<file path="config.mk">
export PLATFORM = sky130hd
export DESIGN_NAME = qlb_bank
export DESIGN_NICKNAME = d
export VERILOG_FILES = /design/src/rtl/qlb_pkg.sv /design/src/rtl/qlb_sync.sv /design/src/rtl/qlb_decode.sv /design/src/rtl/qlb_cell.sv /design/src/rtl/qlb_readback.sv /design/src/rtl/qlb_bank.sv
export SDC_FILE = /design/constraint.sdc
export NUM_CORES = 1
export LEC_CHECK = 0
export BUFFER_PORTS_ARGS = -buffer_cell sky130_fd_sc_hd__buf_2
export CORE_MARGIN = 10
export CORE_UTILIZATION = 45
export DETAILED_ROUTE_END_ITERATION = 6
export GPL_ROUTABILITY_DRIVEN = 0
export PLACE_DENSITY = 0.75
export SETUP_SLACK_MARGIN = 0.2
export SLEW_MARGIN = 20
export SYNTH_ARGS = -nofsm -noshare
export SYNTH_HDL_FRONTEND = slang
export SYNTH_SLANG_ARGS = --single-unit
</file>
<file path="constraint.sdc">
create_clock -name clk -period 1.5 [get_ports clk]
set_input_delay 0.075 -clock clk [delete_from_list [all_inputs] [get_ports clk]]
set_output_delay 0.075 -clock clk [all_outputs]
set_load 0.05 [all_outputs]
</file>
<file path="src/rtl/qlb_pkg.sv">
package qlb_pkg;

  localparam int unsigned N_GROUPS  = 2;
  localparam int unsigned N_MEMBERS = 2;
  localparam int unsigned N_LATCH   = N_GROUPS * N_MEMBERS;
  localparam int unsigned IDX_W     = $clog2(N_LATCH);

  typedef enum logic [1:0] {
    ACC_IDLE  = 2'd0,
    ACC_WRITE = 2'd1,
    ACC_READ  = 2'd2,
    ACC_BAD   = 2'd3
  } acc_e;

  // group 0 = strobe for A/B, group 1 = strobe for C/D; member picks second of pair
  function automatic logic [IDX_W-1:0] latch_index(input logic group, input logic member);
    return {group, member};
  endfunction

  // one bit per latch, set for every active group at the chosen member
  function automatic logic [N_LATCH-1:0] group_mask(input logic [N_GROUPS-1:0] grp_act,
                                                    input logic member);
    logic [N_LATCH-1:0] m;
    m = '0;
    for (int g = 0; g < N_GROUPS; g++) begin
      if (grp_act[g]) m[latch_index(g[0], member)] = 1'b1;
    end
    return m;
  endfunction

  function automatic acc_e classify(input logic [N_GROUPS-1:0] grp_act, input logic rd);
    if (grp_act == '0)            return ACC_IDLE;
    else if (!rd)                 return ACC_WRITE;
    else if ($countones(grp_act) == 1) return ACC_READ;
    else                          return ACC_BAD;
  endfunction

endpackage

</file>
<file path="src/rtl/qlb_sync.sv">
module qlb_sync #(
  parameter int unsigned WIDTH     = 4,
  parameter int unsigned STAGES    = 2,
  parameter logic [WIDTH-1:0] RST_VAL = '0
) (
  input  logic             clk,
  input  logic             rst_n,
  input  logic [WIDTH-1:0] d_async,
  output logic [WIDTH-1:0] d_sync
);

  logic [WIDTH-1:0] chain [STAGES];

  generate
    for (genvar s = 0; s < STAGES; s++) begin : g_stage
      if (s == 0) begin : g_first
        always_ff @(posedge clk or negedge rst_n) begin
          if (!rst_n) chain[s] <= RST_VAL;
          else        chain[s] <= d_async;
        end
      end else begin : g_next
        always_ff @(posedge clk or negedge rst_n) begin
          if (!rst_n) chain[s] <= RST_VAL;
          else        chain[s] <= chain[s-1];
        end
      end
    end
  endgenerate

  assign d_sync = chain[STAGES-1];

endmodule

</file>
<file path="src/rtl/qlb_decode.sv">
module qlb_decode
  import qlb_pkg::*;
(
  input  logic               clk,
  input  logic               rst_n,
  input  logic               stb_ab_n,
  input  logic               stb_cd_n,
  input  logic               member,
  input  logic               rd,
  output logic [N_LATCH-1:0] wr_mask,
  output logic               rd_en,
  output logic [IDX_W-1:0]   rd_idx,
  output acc_e               access
);

  logic [N_GROUPS-1:0] grp_act;
  logic                both_act;
  logic                none_act;

  assign grp_act  = {~stb_cd_n, ~stb_ab_n};
  assign both_act = &grp_act;
  assign none_act = ~|grp_act;
  assign access   = classify(grp_act, rd);

  assign wr_mask = (access == ACC_WRITE) ? group_mask(grp_act, member) : '0;
  assign rd_en   = (access == ACC_READ);
  assign rd_idx  = latch_index(grp_act[1], member);

  // a dual read is never a valid read
  p_dual_read_r7: assert property (@(posedge clk) disable iff (!rst_n)
    (both_act && rd) |-> !rd_en);

  // no strobe means no write and no read
  p_idle_quiet_r8: assert property (@(posedge clk) disable iff (!rst_n)
    none_act |-> (wr_mask == '0 && !rd_en));

  // a pair member never shares a write with its partner
  p_pair_excl_r5: assert property (@(posedge clk) disable iff (!rst_n)
    !(wr_mask[0] && wr_mask[1]) && !(wr_mask[2] && wr_mask[3]));

endmodule

</file>
<file path="src/rtl/qlb_cell.sv">
module qlb_cell #(
  parameter int unsigned DATA_W = 8
) (
  input  logic              clk,
  input  logic              rst_n,
  input  logic              wr_en,
  input  logic [DATA_W-1:0] d,
  output logic [DATA_W-1:0] held,
  output logic [DATA_W-1:0] code
);

  logic wr_end;

  always_ff @(posedge clk or negedge rst_n) begin
    if (!rst_n)     held <= '0;
    else if (wr_en) held <= d;
  end

  // transparent while the write decode is active
  assign code = wr_en ? d : held;

  // closing edge of a write, for the checks below
  logic wr_en_q;
  always_ff @(posedge clk or negedge rst_n) begin
    if (!rst_n) wr_en_q <= 1'b0;
    else        wr_en_q <= wr_en;
  end
  assign wr_end = wr_en_q && !wr_en;

  // after the write closes the output shows the last sampled bus value
  p_keep_last_r4: assert property (@(posedge clk) disable iff (!rst_n)
    wr_end |-> code == $past(d));

  // without a write the stored code does not move
  p_no_drift_r4: assert property (@(posedge clk) disable iff (!rst_n)
    !wr_en_q |-> $stable(held));

endmodule

</file>
<file path="src/rtl/qlb_readback.sv">
module qlb_readback
  import qlb_pkg::*;
#(
  parameter int unsigned DATA_W = 8
) (
  input  logic                      clk,
  input  logic                      rst_n,
  input  logic [N_LATCH*DATA_W-1:0] held_all,
  input  logic                      rd_en,
  input  logic [IDX_W-1:0]          rd_idx,
  output logic [DATA_W-1:0]         bus_out,
  output logic                      bus_oe
);

  logic [DATA_W-1:0] picked;

  always_comb begin
    picked = '0;
    for (int i = 0; i < N_LATCH; i++) begin
      if (rd_idx == IDX_W'(i)) picked = held_all[i*DATA_W +: DATA_W];
    end
  end

  assign bus_oe  = rd_en;
  assign bus_out = rd_en ? picked : '0;

  // an undriven bus returns zero
  p_idle_zero_r10: assert property (@(posedge clk) disable iff (!rst_n)
    !bus_oe |-> bus_out == '0);

endmodule

</file>
<file path="src/rtl/qlb_bank.sv">
module qlb_bank
  import qlb_pkg::*;
#(
  parameter int unsigned DATA_W      = 8,
  parameter int unsigned SYNC_STAGES = 2
) (
  input  logic                      clk,
  input  logic                      rst_n,
  input  logic                      stb_ab_n,
  input  logic                      stb_cd_n,
  input  logic                      half_sel,
  input  logic                      rd_mode,
  input  logic [DATA_W-1:0]         bus_in,
  output logic [DATA_W-1:0]         bus_out,
  output logic                      bus_oe,
  output logic [N_LATCH*DATA_W-1:0] codes
);

  localparam int unsigned CTRL_W = 4;
  // strobes rest high, member and direction rest low
  localparam logic [CTRL_W-1:0] CTRL_RST = 4'b0011;

  logic [CTRL_W-1:0]         ctrl_raw;
  logic [CTRL_W-1:0]         ctrl_s;
  logic                      s_ab_n, s_cd_n, s_member, s_rd;
  logic [N_LATCH-1:0]        wr_mask;
  logic                      rd_en;
  logic [IDX_W-1:0]          rd_idx;
  acc_e                      access;
  logic [N_LATCH*DATA_W-1:0] held_all;

  assign ctrl_raw = {rd_mode, half_sel, stb_cd_n, stb_ab_n};

  qlb_sync #(
    .WIDTH   (CTRL_W),
    .STAGES  (SYNC_STAGES),
    .RST_VAL (CTRL_RST)
  ) u_sync (
    .clk     (clk),
    .rst_n   (rst_n),
    .d_async (ctrl_raw),
    .d_sync  (ctrl_s)
  );

  assign s_ab_n   = ctrl_s[0];
  assign s_cd_n   = ctrl_s[1];
  assign s_member = ctrl_s[2];
  assign s_rd     = ctrl_s[3];

  qlb_decode u_decode (
    .clk      (clk),
    .rst_n    (rst_n),
    .stb_ab_n (s_ab_n),
    .stb_cd_n (s_cd_n),
    .member   (s_member),
    .rd       (s_rd),
    .wr_mask  (wr_mask),
    .rd_en    (rd_en),
    .rd_idx   (rd_idx),
    .access   (access)
  );

  generate
    for (genvar i = 0; i < N_LATCH; i++) begin : g_cell
      qlb_cell #(.DATA_W(DATA_W)) u_cell (
        .clk   (clk),
        .rst_n (rst_n),
        .wr_en (wr_mask[i]),
        .d     (bus_in),
        .held  (held_all[i*DATA_W +: DATA_W]),
        .code  (codes[i*DATA_W +: DATA_W])
      );

      // an active write makes the channel follow the bus
      p_transparent_r3: assert property (@(posedge clk) disable iff (!rst_n)
        wr_mask[i] |-> codes[i*DATA_W +: DATA_W] == bus_in);
    end
  endgenerate

  qlb_readback #(.DATA_W(DATA_W)) u_readback (
    .clk      (clk),
    .rst_n    (rst_n),
    .held_all (held_all),
    .rd_en    (rd_en),
    .rd_idx   (rd_idx),
    .bus_out  (bus_out),
    .bus_oe   (bus_oe)
  );

  // the driver is on only for a single-strobe read
  p_oe_single_r6: assert property (@(posedge clk) disable iff (!rst_n)
    bus_oe |-> (s_rd && (s_ab_n != s_cd_n) && access == ACC_READ));

  // with both strobes high nothing is driven and no code moves
  p_hold_r8: assert property (@(posedge clk) disable iff (!rst_n)
    (s_ab_n && s_cd_n && $past(s_ab_n && s_cd_n)) |-> (!bus_oe && $stable(codes)));

endmodule

</file>
==> results by stage, run 1 <==
Status:
- The flow ran to the end, but the final reports show violations.
- The checks that failed: negative setup slack.

Power and ir drop:
- The clock group share of total power is between 10% and 20%.
- The power dissipated by switching net loads is 1.709 mW.
- Net switching is 39.42% of the power.
- Summed over all cells, the static leakage comes to 1.409 nW.
- The largest voltage drop on the vdd net is 1010 µV.
- The internal power is between 2 and 3 mW.
- In this run the power density over the cells is around 1400 nW/µm².
- The relative contribution of sequential cells to total power is roughly a third.
- Combinational logic burns 50.6% of the power.
- The total power of the final layout is 4.334 mW.

Route:
- The detailed-route via count is between 1000 and 1500.
- In the final routed layout, each cell accounts on average for between 20 and 25 µm.
- After detailed routing, the number of remaining DRC violations is 0.
- The iteration-0 DRC count of the detailed router is between 90 and 100.
- The total routed wirelength is approximately 5.3 mm.
- The remaining number of nets flagged by the antenna check after routing is 0.
- The number of search-and-repair iterations in the first detailed-routing pass is 4.
- The via count normalized by instance count is 5.298.

Critical path:
- STA classifies the critical path endpoint as a primary output.
- The largest fanout on the critical path is 3.
- The critical path's top delay family is buffers and inverters.
- Walking the worst path, the cells encountered are buf_12 -> nor4_4 -> buf_4 -> mux2_4 -> buf_8.
- The slowest library cell on the worst path is sky130_fd_sc_hd__dfstp_2.
- Data on the critical path is required at its endpoint by roughly 1.4 ns.
- The element type at the critical path start is a flop.
- The critical path data arrival time is approximately 1.9 ns.
- The count of buffer and inverter cells on the critical path is 3.
- The largest single stage delay on the critical path is between 0.4 and 0.5 ns.
- The critical path in this run is classified as reg -> out.

Finish:
- The net count of the finished layout is ~210.
- The finished cells cover 2993 µm².
- The number of antenna cells inserted is 0.
- The layout overhead on the synthesized area is 72.83%.
- The ratio of cells with drive above 1 in the final layout is a little over two thirds.

STA:
- Clock skew on the completed layout was measured at around 0.0084 ns.
- The setup slack of the critical path after layout is -0.4997 ns.
- The clock period minus worst slack is 2.000 ns.
- The portion of the clock cycle consumed by the worst path in the final layout is 133.3%.
- Setup repair after global routing could not meet its margin everywhere.
- The measured slew at the worst slew-check pin is 0.3638 ns.
- The worst slew margin relative to its limit is between 70% and 80%.
- The number of pins with negative max-slew slack in the final report was 0.
- The number of hold violations in the final report was 0.
- The number of endpoints failing setup at the final stage is 68.
- The top achievable clock speed is 500.1 MHz.

Clocking:
- The source-to-sink clock delay at the later pin of the worst-skew pair is around 0.30 ns.
- The maximum level of the CTS H-tree is 2.
- The total CTS buffers is 5.
- The TritonCTS clock tree is yes.
- The longest clock path from root to sink contains 2 buffers.
- Clock tree synthesis selected as its root buffer the cell sky130_fd_sc_hd__clkbuf_8.
- The number of sinks driven by the clock tree is 40.
- The clock-pin slew on the worst setup and hold paths is 0.08 ns.

Global routing:
- The largest net degree at the start of global routing is 41.
- For this run the aggregate overflow at the end of global routing stands at 0.
- The initial antenna violation count is 0.
- The via count of the first global-routing pass is ~1600.
- In the global route stage, overall resource usage came out at between 10% and 20%.
- The global-route wire length before repair is between 8 and 9 mm.

Logic synthesis:
- Sequential elements use between 50 and 60% of the synthesized area.
- The cell area that synthesis handed to floorplanning was 1732 µm².
- Synthesis inferred 40 register bits.
- Synthesis produced a netlist with a net count of between 100 and 150.
- The share of flip-flops with an asynchronous set or reset after synthesis is between 90% and 100%.
- Counting instances in the post-synthesis netlist gives the leading cell types as sky130_fd_sc_hd__dfrtp_1, sky130_fd_sc_hd__mux2_2, sky130_fd_sc_hd__mux2i_1.
- The dominant register cell in the synthesized netlist is sky130_fd_sc_hd__dfrtp_1.
- Of all cell types, the one taking the most synthesized area is sky130_fd_sc_hd__dfrtp_1.
- The most numerous cell in the Yosys netlist is sky130_fd_sc_hd__dfrtp_1.
- By area the synthesized netlist is led by sky130_fd_sc_hd__dfrtp_1, sky130_fd_sc_hd__mux2_2, sky130_fd_sc_hd__mux2i_1.
- The number of enable-type register cells in the synthesized netlist is 0.
- The instance count of the mapped netlist is roughly 110.
- During synthesis, Yosys emitted a total of 0 warnings.
- The post-synthesis area per instance is about 16 µm².
- The top cell type by area accounts for 52.02% of the synthesized area.
- Synthesis instantiated 13 different standard cells from the library.

Floorplanning:
- The die outline area is 6730 µm².
- The die span in y is 82.04 µm.
- The initial utilization of the core area, before any placement, comes to a little under half.
- The placeable core region is between 3000 and 4000 µm².
- From left edge to right edge, the die measures roughly 80 µm.
- The number of ports placed on the die boundary is 55.
- After floorplanning, the core was divided into 22 placement rows.

Placement:
- The total of buffers placed on input and output ports is 54.
- Once placement finished, the instance area stood at 2326 µm².
- Prior to clock tree synthesis, the placed netlist has a worst setup slack of -0.2059 ns.
- The HPWL after detailed placement is around 3.4 mm.

Min path:
- The type of the tightest min-delay check is in -> reg.

Run:
- The tool flagged a number of max-cap violations equal to 0.
-- routing by layer --
| layer | vias up | track usage [%] | wire length (µm) |
|---|---|---|---|
| li1 | 585 | - | - |
| met1 | 676 | 16.89 | 1847 |
| met2 | 44 | 29.55 | 2896 |
| met3 | 9 | 5.895 | 449 |
| met4 | 0 | 7.313 | 119 |
| met5 | - | 0 | 0 |
-- final timing paths --
| check | startpoint | endpoint | slack, ns | depth (start not counted) |
|---|---|---|---|---|
| setup / recovery | u_sync.d_sync[1]$_DFF_PN1_ | codes[18] | -0.50 | 5 |
| hold / removal | bus_in[3] | g_cell[0].u_cell.held[3]$_DFF_PN0_ | 0.08 | 2 |
| setup reg to reg | u_sync.d_sync[1]$_DFF_PN1_ | g_cell[1].u_cell.held[1]$_DFF_PN0_ | -0.23 | 6 |
| hold reg to reg | u_sync.chain[7]$_DFF_PN0_ | u_sync.d_sync[3]$_DFF_PN0_ | 0.35 | 0 |
| max in group asynchronous | rst_n | u_sync.d_sync[0]$_DFF_PN1_ | 0.98 | 3 |
| min in group asynchronous | rst_n | u_sync.d_sync[2]$_DFF_PN0_ | 0.26 | 3 |
-- cell type report --
cell class / count / area, µm²
flip-flops and latches: 40 / 1007
repair buffers: 88 / 940.9
multi-input cells: 64 / 892.1
fillers: 201 / 695.7
clock buffers: 6 / 82.58
well taps: 48 / 60.06
clock inverters: 2 / 10.01
-- through the flow --
stage / util (%) / hold slack, ns / TNS [ns] / std cells
6_report: 81.14 / 0.08461 / -19.96 / 248
5_1_grt: 81.14 / 0.08285 / -23.93 / 248
4_1_cts: 78.80 / 0.07016 / -19.60 / 243
3_5_place_dp: 63.06 / 0.05787 / -6.448 / 224
3_3_place_gp: 63.06 / 0.05752 / -5.011 / 224
2_1_floorplan: - / -0.2206 / -15.59 / 109
-- power by group through the flow --
| stage | registers, mW | logic [mW] | clock network [mW] |
|---|---|---|---|
| 2_1_floorplan | 1.37 | 1.23 | 0 |
| 3_3_place_gp | 1.40 | 1.53 | 0 |
| 3_5_place_dp | 1.41 | 1.56 | 0 |
| 4_1_cts | 1.40 | 2.10 | 0.751 |
| 5_1_grt | 1.43 | 2.28 | 0.804 |
| 6_report | 1.41 | 2.19 | 0.734 |
-- registers in the layout, indices dropped and copies added (netlist names) --
name and flops:
u_sync.chain 4, u_sync.d_sync 4, g_cell.u_cell.held 32
-- placed cells by master, fill, tap and decap left out, drive strengths merged, types with 2 or more instances in the layout --
cell,Yosys,routed
buf,4,83
clkbuf,1,6
clkinv,0,2
dfrtp,36,36
dfstp,4,4
dlygate4sd3,0,5
mux2,32,32
mux2i,16,16
nor4,2,2
nor4b,2,2
o22ai,8,8
-- cell families (layout without fill, tap and decap cells) --
family / count (synthesis) / in the layout / synth area share, %
flops: 40 / 40 / 58.09
mux: 48 / 48 / 30.06
compound gates: 8 / 8 / 2.890
buf+inv: 5 / 96 / 1.373
simple gates: 7 / 7 / 6.865
fa+ha+maj: 1 / 1 / 0.7224
-- what timing repair did --
| action | 4_1_cts | 5_1_grt |
|---|---|---|
| gates resized for setup | 119 | 13 |
| hold buffers | 5 | 0 |
| buffers inserted | 6 | 5 |
| endpoints found under the hold margin | 44 | 0 |
| pin swaps | 1 | 0 |
| endpoints found under the setup margin | 73 | 73 |
(Power assumes the default switching activity.)
==> inputs of run 2 (changes only) <==
--- a/config.mk
+++ b/config.mk
@@ -5,7 +5,7 @@
 export SDC_FILE = /design/constraint.sdc
 export NUM_CORES = 1
 export LEC_CHECK = 0
-export BUFFER_PORTS_ARGS = -buffer_cell sky130_fd_sc_hd__buf_2
+export BUFFER_PORTS_ARGS = -buffer_cell sky130_fd_sc_hd__clkbuf_2
 export CORE_MARGIN = 10
 export CORE_UTILIZATION = 45
 export DETAILED_ROUTE_END_ITERATION = 6
==> run 2 against run 1 <==
Net effect: the flow still finishes with violations (negative setup slack); critical endpoint is now codes[8]; largest power group unchanged; total power up 14%; global-route usage grew 1.2 points; register-to-register slack improved by 0.04 ns; core utilization grew 11 points.
==> results by stage, run 2 (same netlist as run 1, synthesis figures left out) <==
Status:
- The run finished, with violations left.
- The final reports fail on negative setup slack.

Placement:
- The total of buffers placed on input and output ports is 54.
- The final HPWL from detailed placement is 3.568 mm.
- In this run the cell area measured after placement is 2441 µm².

Finish:
- The layout overhead on the synthesized area is 96.97%.
- Leaving out fill and tap cells, the most frequent cell in the layout is sky130_fd_sc_hd__dfrtp_1.
- The register with the most flip-flops in the final layout is g_cell.u_cell.held.
- The top cell types in the final layout, fill and taps aside, are sky130_fd_sc_hd__dfrtp_1, sky130_fd_sc_hd__mux2_4, sky130_fd_sc_hd__buf_8, sky130_fd_sc_hd__buf_6, sky130_fd_sc_hd__clkbuf_16.
- Summing all non-filler instances in the final layout gives an area of between 3000 and 4000 µm².
- The repair_antennas step left the layout with diodes totalling 0.
- The ratio of cells with drive above 1 in the final layout is between 70 and 80%.
- The number of nets in the layout is 215.
- For this run, the share of the core covered by cells in the final layout is just over 90%.
- The register with the most flip-flops in the layout has 32 of them.

Floorplanning:
- The die span in y is just over 80 µm.
- For this configuration, the core starts out at a cell density of between 40 and 50%.
- For this design the top-level I/O count stands at 55.
- The die is 82.04 µm wide.
- The total area inside the core boundary comes to ~3700 µm².
- The floorplan has 22 rows.
- The die outline area is approximately 6700 µm².

Critical path:
- The largest fanout on the critical path is 7.
- The critical path in this run is classified as reg -> out.
- The critical path data arrival time is just under 2 ns.
- The element type at the critical path start is a flop.
- The worst setup path is captured at a primary output.
- For the worst setup path, the data required time is between 1 and 1.5 ns.

Route:
- The first detailed-routing pass ran for 4 iterations.
- The routed wire length per instance is 27.47 µm.
- The detailed-route via count is roughly 1400.
- The total routed wirelength is slightly below 7 mm.
- After detailed routing, the number of remaining DRC violations is 0.
- For this block, the initial DRC count from the detailed router was 98.
- The count of nets left with antenna violations once routing finished came out at 0.
- In the routed layout, each cell is associated on average with a via count of 5.598.

Clocking:
- The maximum level of the CTS H-tree is 2.
- The source-to-sink clock delay at the later pin of the worst-skew pair is around 0.3 ns.
- The TritonCTS clock tree is yes.
- After clock tree synthesis, the clock-pin slew on the worst setup and hold paths is about 0.080 ns.
- In this run the deepest clock path goes through 2 buffers.
- In this run the clock root is driven by a sky130_fd_sc_hd__clkbuf_8.
- The total CTS buffers is 5.
- The clock net in this run drives a total of 40 sinks.

Global routing:
- The via count of the first global-routing pass is 1459.
- Global routing finished with a remaining overflow of 0.
- The first global-routing pass estimated between 8 and 9 mm of wire.
- The initial antenna violation count is 0.
- Entering global routing, the biggest net connects 41 pins.
- The total global routing track utilization is ~18%.

STA:
- For this run, the top clock speed supported by timing is 493.7 MHz.
- Setup repair after global routing could not meet its margin everywhere.
- Headroom to the max-slew limit came out at 79.10%.
- On the final layout, the worst clock skew is approximately 0.007 ns.
- The number of pins with negative max-slew slack in the final report is 0.
- The worst path in the final design needs a cycle of 2.025 ns, including I/O delays and setup.
- The number of hold violations in the final report came to 0.
- Setup violations remaining at the end of the flow were counted as 73.
- The measured slew at the worst slew-check pin is approximately 0.30 ns.
- Once routing completed, OpenROAD measured the worst setup slack at -0.5255 ns.
- The final hold slack is about 0.1 ns.
- After layout, the worst path uses 135.0% of the clock period.

Power and ir drop:
- Across the VDD grid, the largest voltage drop is roughly 1100 µV.
- The leakage power is between 1.5 and 2 nW.
- The areal power density over the cells is between 1000 and 1500 nW/µm².
- The total power of the final layout is between 4 and 5 mW.

Min path:
- The type of the tightest min-delay check is in -> reg.

Run:
- Max-cap violations in this run came to 0.
## run 2: cell types whose count changed in the layout (fill, tap and decap cells not counted), moves of 3 or more
cell                        previous run  this run
sky130_fd_sc_hd__mux2i_4               0         4
sky130_fd_sc_hd__buf_2                13         0
sky130_fd_sc_hd__buf_4                14         8
sky130_fd_sc_hd__clkbuf_2              0        13
sky130_fd_sc_hd__buf_12                3        11
sky130_fd_sc_hd__buf_6                36        18
sky130_fd_sc_hd__mux2i_1              16         9
sky130_fd_sc_hd__clkbuf_16             0        16
sky130_fd_sc_hd__mux2i_2               0         3
## run 2: layer usage
layer / up-vias / global-route usage, % / share of wire (%)
met2: 61 / 30.33 / 51
li1: 587 / - / -
met3: 21 / 5.895 / 5.9
met4: 0 / 4.082 / 3.1
met1: 725 / 21.01 / 40
met5: - / 0 / 0
## run 2: final timing paths
check                                                     end                       start  slack [ns]  cells past startpoint
setup / recovery                                     codes[8]  u_sync.d_sync[1]$_DFF_PN1_       -0.53                      5
hold / removal             g_cell[2].u_cell.held[2]$_DFF_PN0_                   bus_in[2]         0.1                      2
setup reg to reg           g_cell[1].u_cell.held[0]$_DFF_PN0_  u_sync.d_sync[1]$_DFF_PN1_       -0.19                      5
hold reg to reg                    u_sync.d_sync[3]$_DFF_PN0_   u_sync.chain[7]$_DFF_PN0_        0.37                      0
max in group asynchronous           u_sync.chain[4]$_DFF_PN1_                       rst_n        0.98                      3
min in group asynchronous  g_cell[3].u_cell.held[0]$_DFF_PN0_                       rst_n        0.28                      3
## run 2: power by group
part	switching [mW]	internal, mW	total, mW
Combinational	1.30	1.26	2.56
Sequential	0.187	1.28	1.47
Clock	0.402	0.492	0.895
## run 2: layout make-up
cell class              count  area (µm²)
clock buffers               5       68.82
clock inverters             3       42.54
fillers                   107       277.8
multi-input cells          64       962.2
flip-flops and latches     40        1008
well taps                  48       60.06
repair buffers             89        1269
## run 2: stage by stage
| stage | std cells | setup TNS, ns | setup WS, ns |
|---|---|---|---|
| after floorplan | 109 | -15.59 | -0.3133 |
| after global placement | 225 | -5.363 | -0.1772 |
| after detailed placement | 225 | -6.440 | -0.2196 |
| after CTS | 239 | -17.91 | -0.4944 |
| after global routing | 249 | -24.56 | -0.5829 |
| final | 249 | -21.59 | -0.5255 |
## run 2: worst max-delay path, stage by stage (launching register included)
cell and delay [ns]:
sky130_fd_sc_hd__dfstp_2 0.41, sky130_fd_sc_hd__ha_4 0.21, sky130_fd_sc_hd__nor4b_4 0.31, sky130_fd_sc_hd__buf_6 0.20, sky130_fd_sc_hd__mux2_4 0.34, sky130_fd_sc_hd__clkbuf_16 0.18
## run 2: repair_timing
| item | 4_1_cts | 5_1_grt |
|---|---|---|
| gates cloned | 0 | 1 |
| pin swaps | 1 | 1 |
| buffers inserted | 1 | 9 |
| resized for setup | 110 | 45 |
| setup endpoints to repair | 73 | 73 |
| hold endpoints to repair | 44 | 0 |
| hold buffers | 5 | 0 |
==> inputs of run 3 (changes only) <==
--- a/config.mk
+++ b/config.mk
@@ -11,7 +11,7 @@
 export DETAILED_ROUTE_END_ITERATION = 6
 export GPL_ROUTABILITY_DRIVEN = 0
 export PLACE_DENSITY = 0.75
-export SETUP_SLACK_MARGIN = 0.2
+export SETUP_SLACK_MARGIN = 0.1
 export SLEW_MARGIN = 20
 export SYNTH_ARGS = -nofsm -noshare
 export SYNTH_HDL_FRONTEND = slang
==> run 3 against run 2 <==
Net effect: non-clock buffer count unchanged; first-iteration DRC count decreased by 8.2%; register-to-register slack about the same; via count decreased by 0.57%; global-route usage unchanged; final cell count unchanged; highest routed layer unchanged; largest cell class unchanged; the flow still finishes with violations (negative setup slack); worst setup slack about the same; total power about the same; largest power group unchanged; sequential cell count unchanged; clock power about the same; worst hold slack about the same.
==> results by stage, run 3 (same netlist as run 1, synthesis figures left out) <==
Route:
- The number of search-and-repair iterations in the first detailed-routing pass is 4.
- The routed layout has approximately 1400 vias.
- The via count normalized by instance count is 5.566.
- The count of unresolved DRC violations after routing is 0.
- For this block, the initial DRC count from the detailed router was 90.
- In this run the remaining antenna-violating nets after routing total 0.
- In the final routed layout, each cell accounts on average for 27.37 µm.
- The total routed wirelength is approximately 7 mm.

Clocking:
- The H-tree was split into 2 levels.
- The TritonCTS clock tree is yes.
- In this run the deepest clock path goes through 2 buffers.
- The total CTS buffers is 5.
- In this run the clock root is driven by a sky130_fd_sc_hd__clkbuf_8.
- The number of sinks driven by the clock tree is 40.
- Clock-pin slew was measured on the worst setup and hold paths at about 0.08 ns.
- At the later pin of the worst-skew pair, clock insertion delay measures about 0.3 ns.

STA:
- The number of pins with negative max-slew slack in the final report was 0.
- Headroom to the max-slew limit came out at approximately 79%.
- The clock arrives with 0.006993 ns of skew.
- The setup slack of the critical path after layout is -0.5253 ns.
- Based on the critical path, the design can be clocked at up to ~490 MHz.
- The number of hold violations in the final report is 0.
- The portion of the clock cycle consumed by the worst path in the final layout is 135.0%.
- The final hold slack is around 0.1 ns.
- The clock period minus worst slack is roughly 2.0 ns.
- Setup violations remaining at the end of the flow were counted as between 70 and 80.
- The measured slew at the worst slew-check pin is between 0.3 and 0.4 ns.
- Setup repair after global routing could not meet its margin everywhere.

Global routing:
- After global routing the overflow that remains totals 0.
- The global-route wire length before repair is 8.845 mm.
- The via count of the first global-routing pass was around 1500.
- The largest net degree at the start of global routing is 41.
- Global routing used ~18% of the available tracks.
- The initial antenna violation count is 0.

Finish:
- Leaving out fill and tap cells, the most frequent cells in the layout are sky130_fd_sc_hd__dfrtp_1, sky130_fd_sc_hd__mux2_4, sky130_fd_sc_hd__buf_8, sky130_fd_sc_hd__buf_6, sky130_fd_sc_hd__clkbuf_16.
- The flip-flop count of the largest register, all copies and words added is 32.
- The post-route non-filler standard cell count is 249.
- More flip-flops sit in one register than any other, and that register is g_cell.u_cell.held.
- 0 antenna diodes ended up in the layout.
- Compared with the post-synthesis result, the final layout area differs by 96.97%.
- In the final design database the tool counted about 220 nets.
- The combined flip-flop and latch cell area is between 1000 and 1500 µm².
- In the final layout, the multi-input gates occupy between 900 and 1000 µm².
- Leaving out fill and tap cells, the most frequent cell in the layout is sky130_fd_sc_hd__dfrtp_1.
- The filler cells instantiated in the layout total about 110.
- In the final layout, the share of cells above drive strength 1 is approximately three quarters.

Critical path:
- The slowest library cell on the worst path is sky130_fd_sc_hd__dfstp_2.
- The element type at the critical path end is a primary output.
- The signal on the critical path passes through ha_4 -> nor4b_4 -> buf_6 -> mux2_4 -> clkbuf_16.
- The worst register-to-register path has a setup slack of -0.19 ns.
- The worst stage delay on the critical path is approximately 0.41 ns.
- The setup path with the least slack is of type reg -> out.
- Data arrives at the worst endpoint at between 1.5 and 2 ns.
- The largest fanout on the critical path is 7.
- On the critical path the largest part of the delay comes from flip-flops.
- Counting both buffers and inverters, the worst setup path holds a total of 2.
- STA puts the critical path data required time at approximately 1.4 ns.
- The worst setup path is launched from a flop.

Floorplanning:
- The die span in y is approximately 82 µm.
- The core region is approximately 3700 µm².
- between 50 and 60 I/O pins were placed.
- The die width is ~82 µm.
- The initial cell density of the core is 46.95%.
- The initialized floorplan defines 22 standard-cell rows.
- The die covers 6730 µm².

Status:
- The run finished, with violations left.
- The final reports fail on negative setup slack.

Placement:
- The final HPWL from detailed placement is ~3.6 mm.
- The pre-CTS worst setup slack is -0.2196 ns.
- The total of buffers placed on input and output ports is 54.
- The total instance count after detailed placement is approximately 230.

Power and ir drop:
- The areal power density over the cells is ~1400 nW/µm².
- In this run the static leakage power is roughly 1.5 nW.
- The total power of the final layout is 4.921 mW.
- The worst-case IR drop observed on VDD is 1073 µV.

Run:
- Across the run, the number of max-cap violations was 0.

Min path:
- The min-delay analysis places its worst path in the category in -> reg.
[run 3: cell counts in the layout (fill, tap and decap cells not counted)]
Identical to the previous run, type by type.
[run 3: worst register-to-register path, cell delays in order (launching register included)]
cell and delay (ns):
sky130_fd_sc_hd__dfstp_2 0.41, sky130_fd_sc_hd__ha_4 0.21, sky130_fd_sc_hd__nor4b_4 0.31, sky130_fd_sc_hd__buf_6 0.20, sky130_fd_sc_hd__mux2_4 0.34, sky130_fd_sc_hd__buf_6 0.12
[run 3: timing repair]
action,CTS,global route
gates cloned,0,1
endpoints found under the setup margin,73,73
resized for setup,110,45
hold buffers,5,0
pin swaps,1,1
setup buffers,1,9
hold endpoints to repair,44,0
[run 3: final timing paths]
| kind | startpoint | cells past startpoint | endpoint |
|---|---|---|---|
| worst max-delay path | u_sync.d_sync[1]$_DFF_PN1_ | 5 | codes[8] |
| worst min-delay path | bus_in[2] | 2 | g_cell[2].u_cell.held[2]$_DFF_PN0_ |
| worst max register to register | u_sync.d_sync[1]$_DFF_PN1_ | 5 | g_cell[1].u_cell.held[0]$_DFF_PN0_ |
| worst min register to register | u_sync.chain[5]$_DFF_PN1_ | 0 | u_sync.d_sync[1]$_DFF_PN1_ |
| max in group asynchronous | rst_n | 3 | u_sync.chain[4]$_DFF_PN1_ |
| min in group asynchronous | rst_n | 3 | g_cell[3].u_cell.held[0]$_DFF_PN0_ |
[run 3: area by class of cell]
| class | instances | share of cell area, % |
|---|---|---|
| Sequential cell | 40 | 29.57 |
| Multi-Input combinational cell | 64 | 28.21 |
| Timing Repair Buffer | 89 | 37.20 |
| Clock inverter | 3 | 1.247 |
| Clock buffer | 5 | 2.018 |
| Tap cell | 48 | 1.761 |
[run 3: per-stage QoR]
stage / TNS, ns / cell area [µm²] / utilization, %
after floorplan: -15.59 / 1857 / -
after global placement: -5.363 / 2441 / 66.18
after detailed placement: -6.440 / 2441 / 66.18
after CTS: -17.91 / 3172 / 85.99
after global routing: -24.56 / 3411 / 92.47
final: -21.55 / 3411 / 92.47
[run 3: layer usage]
metal,part of all wire (%),vias to the layer above,GRT usage [%]
met5,0,-,0
met4,2.7,0,4.082
met3,6.3,19,5.895
met2,52,60,30.33
met1,39,721,21.01
li1,-,586,-
[run 3: power breakdown]
group | switching [mW] | internal (mW)
sequential | 0.187 | 1.28
combinational | 1.30 | 1.26
clock | 0.402 | 0.492
total | 1.89 | 3.03
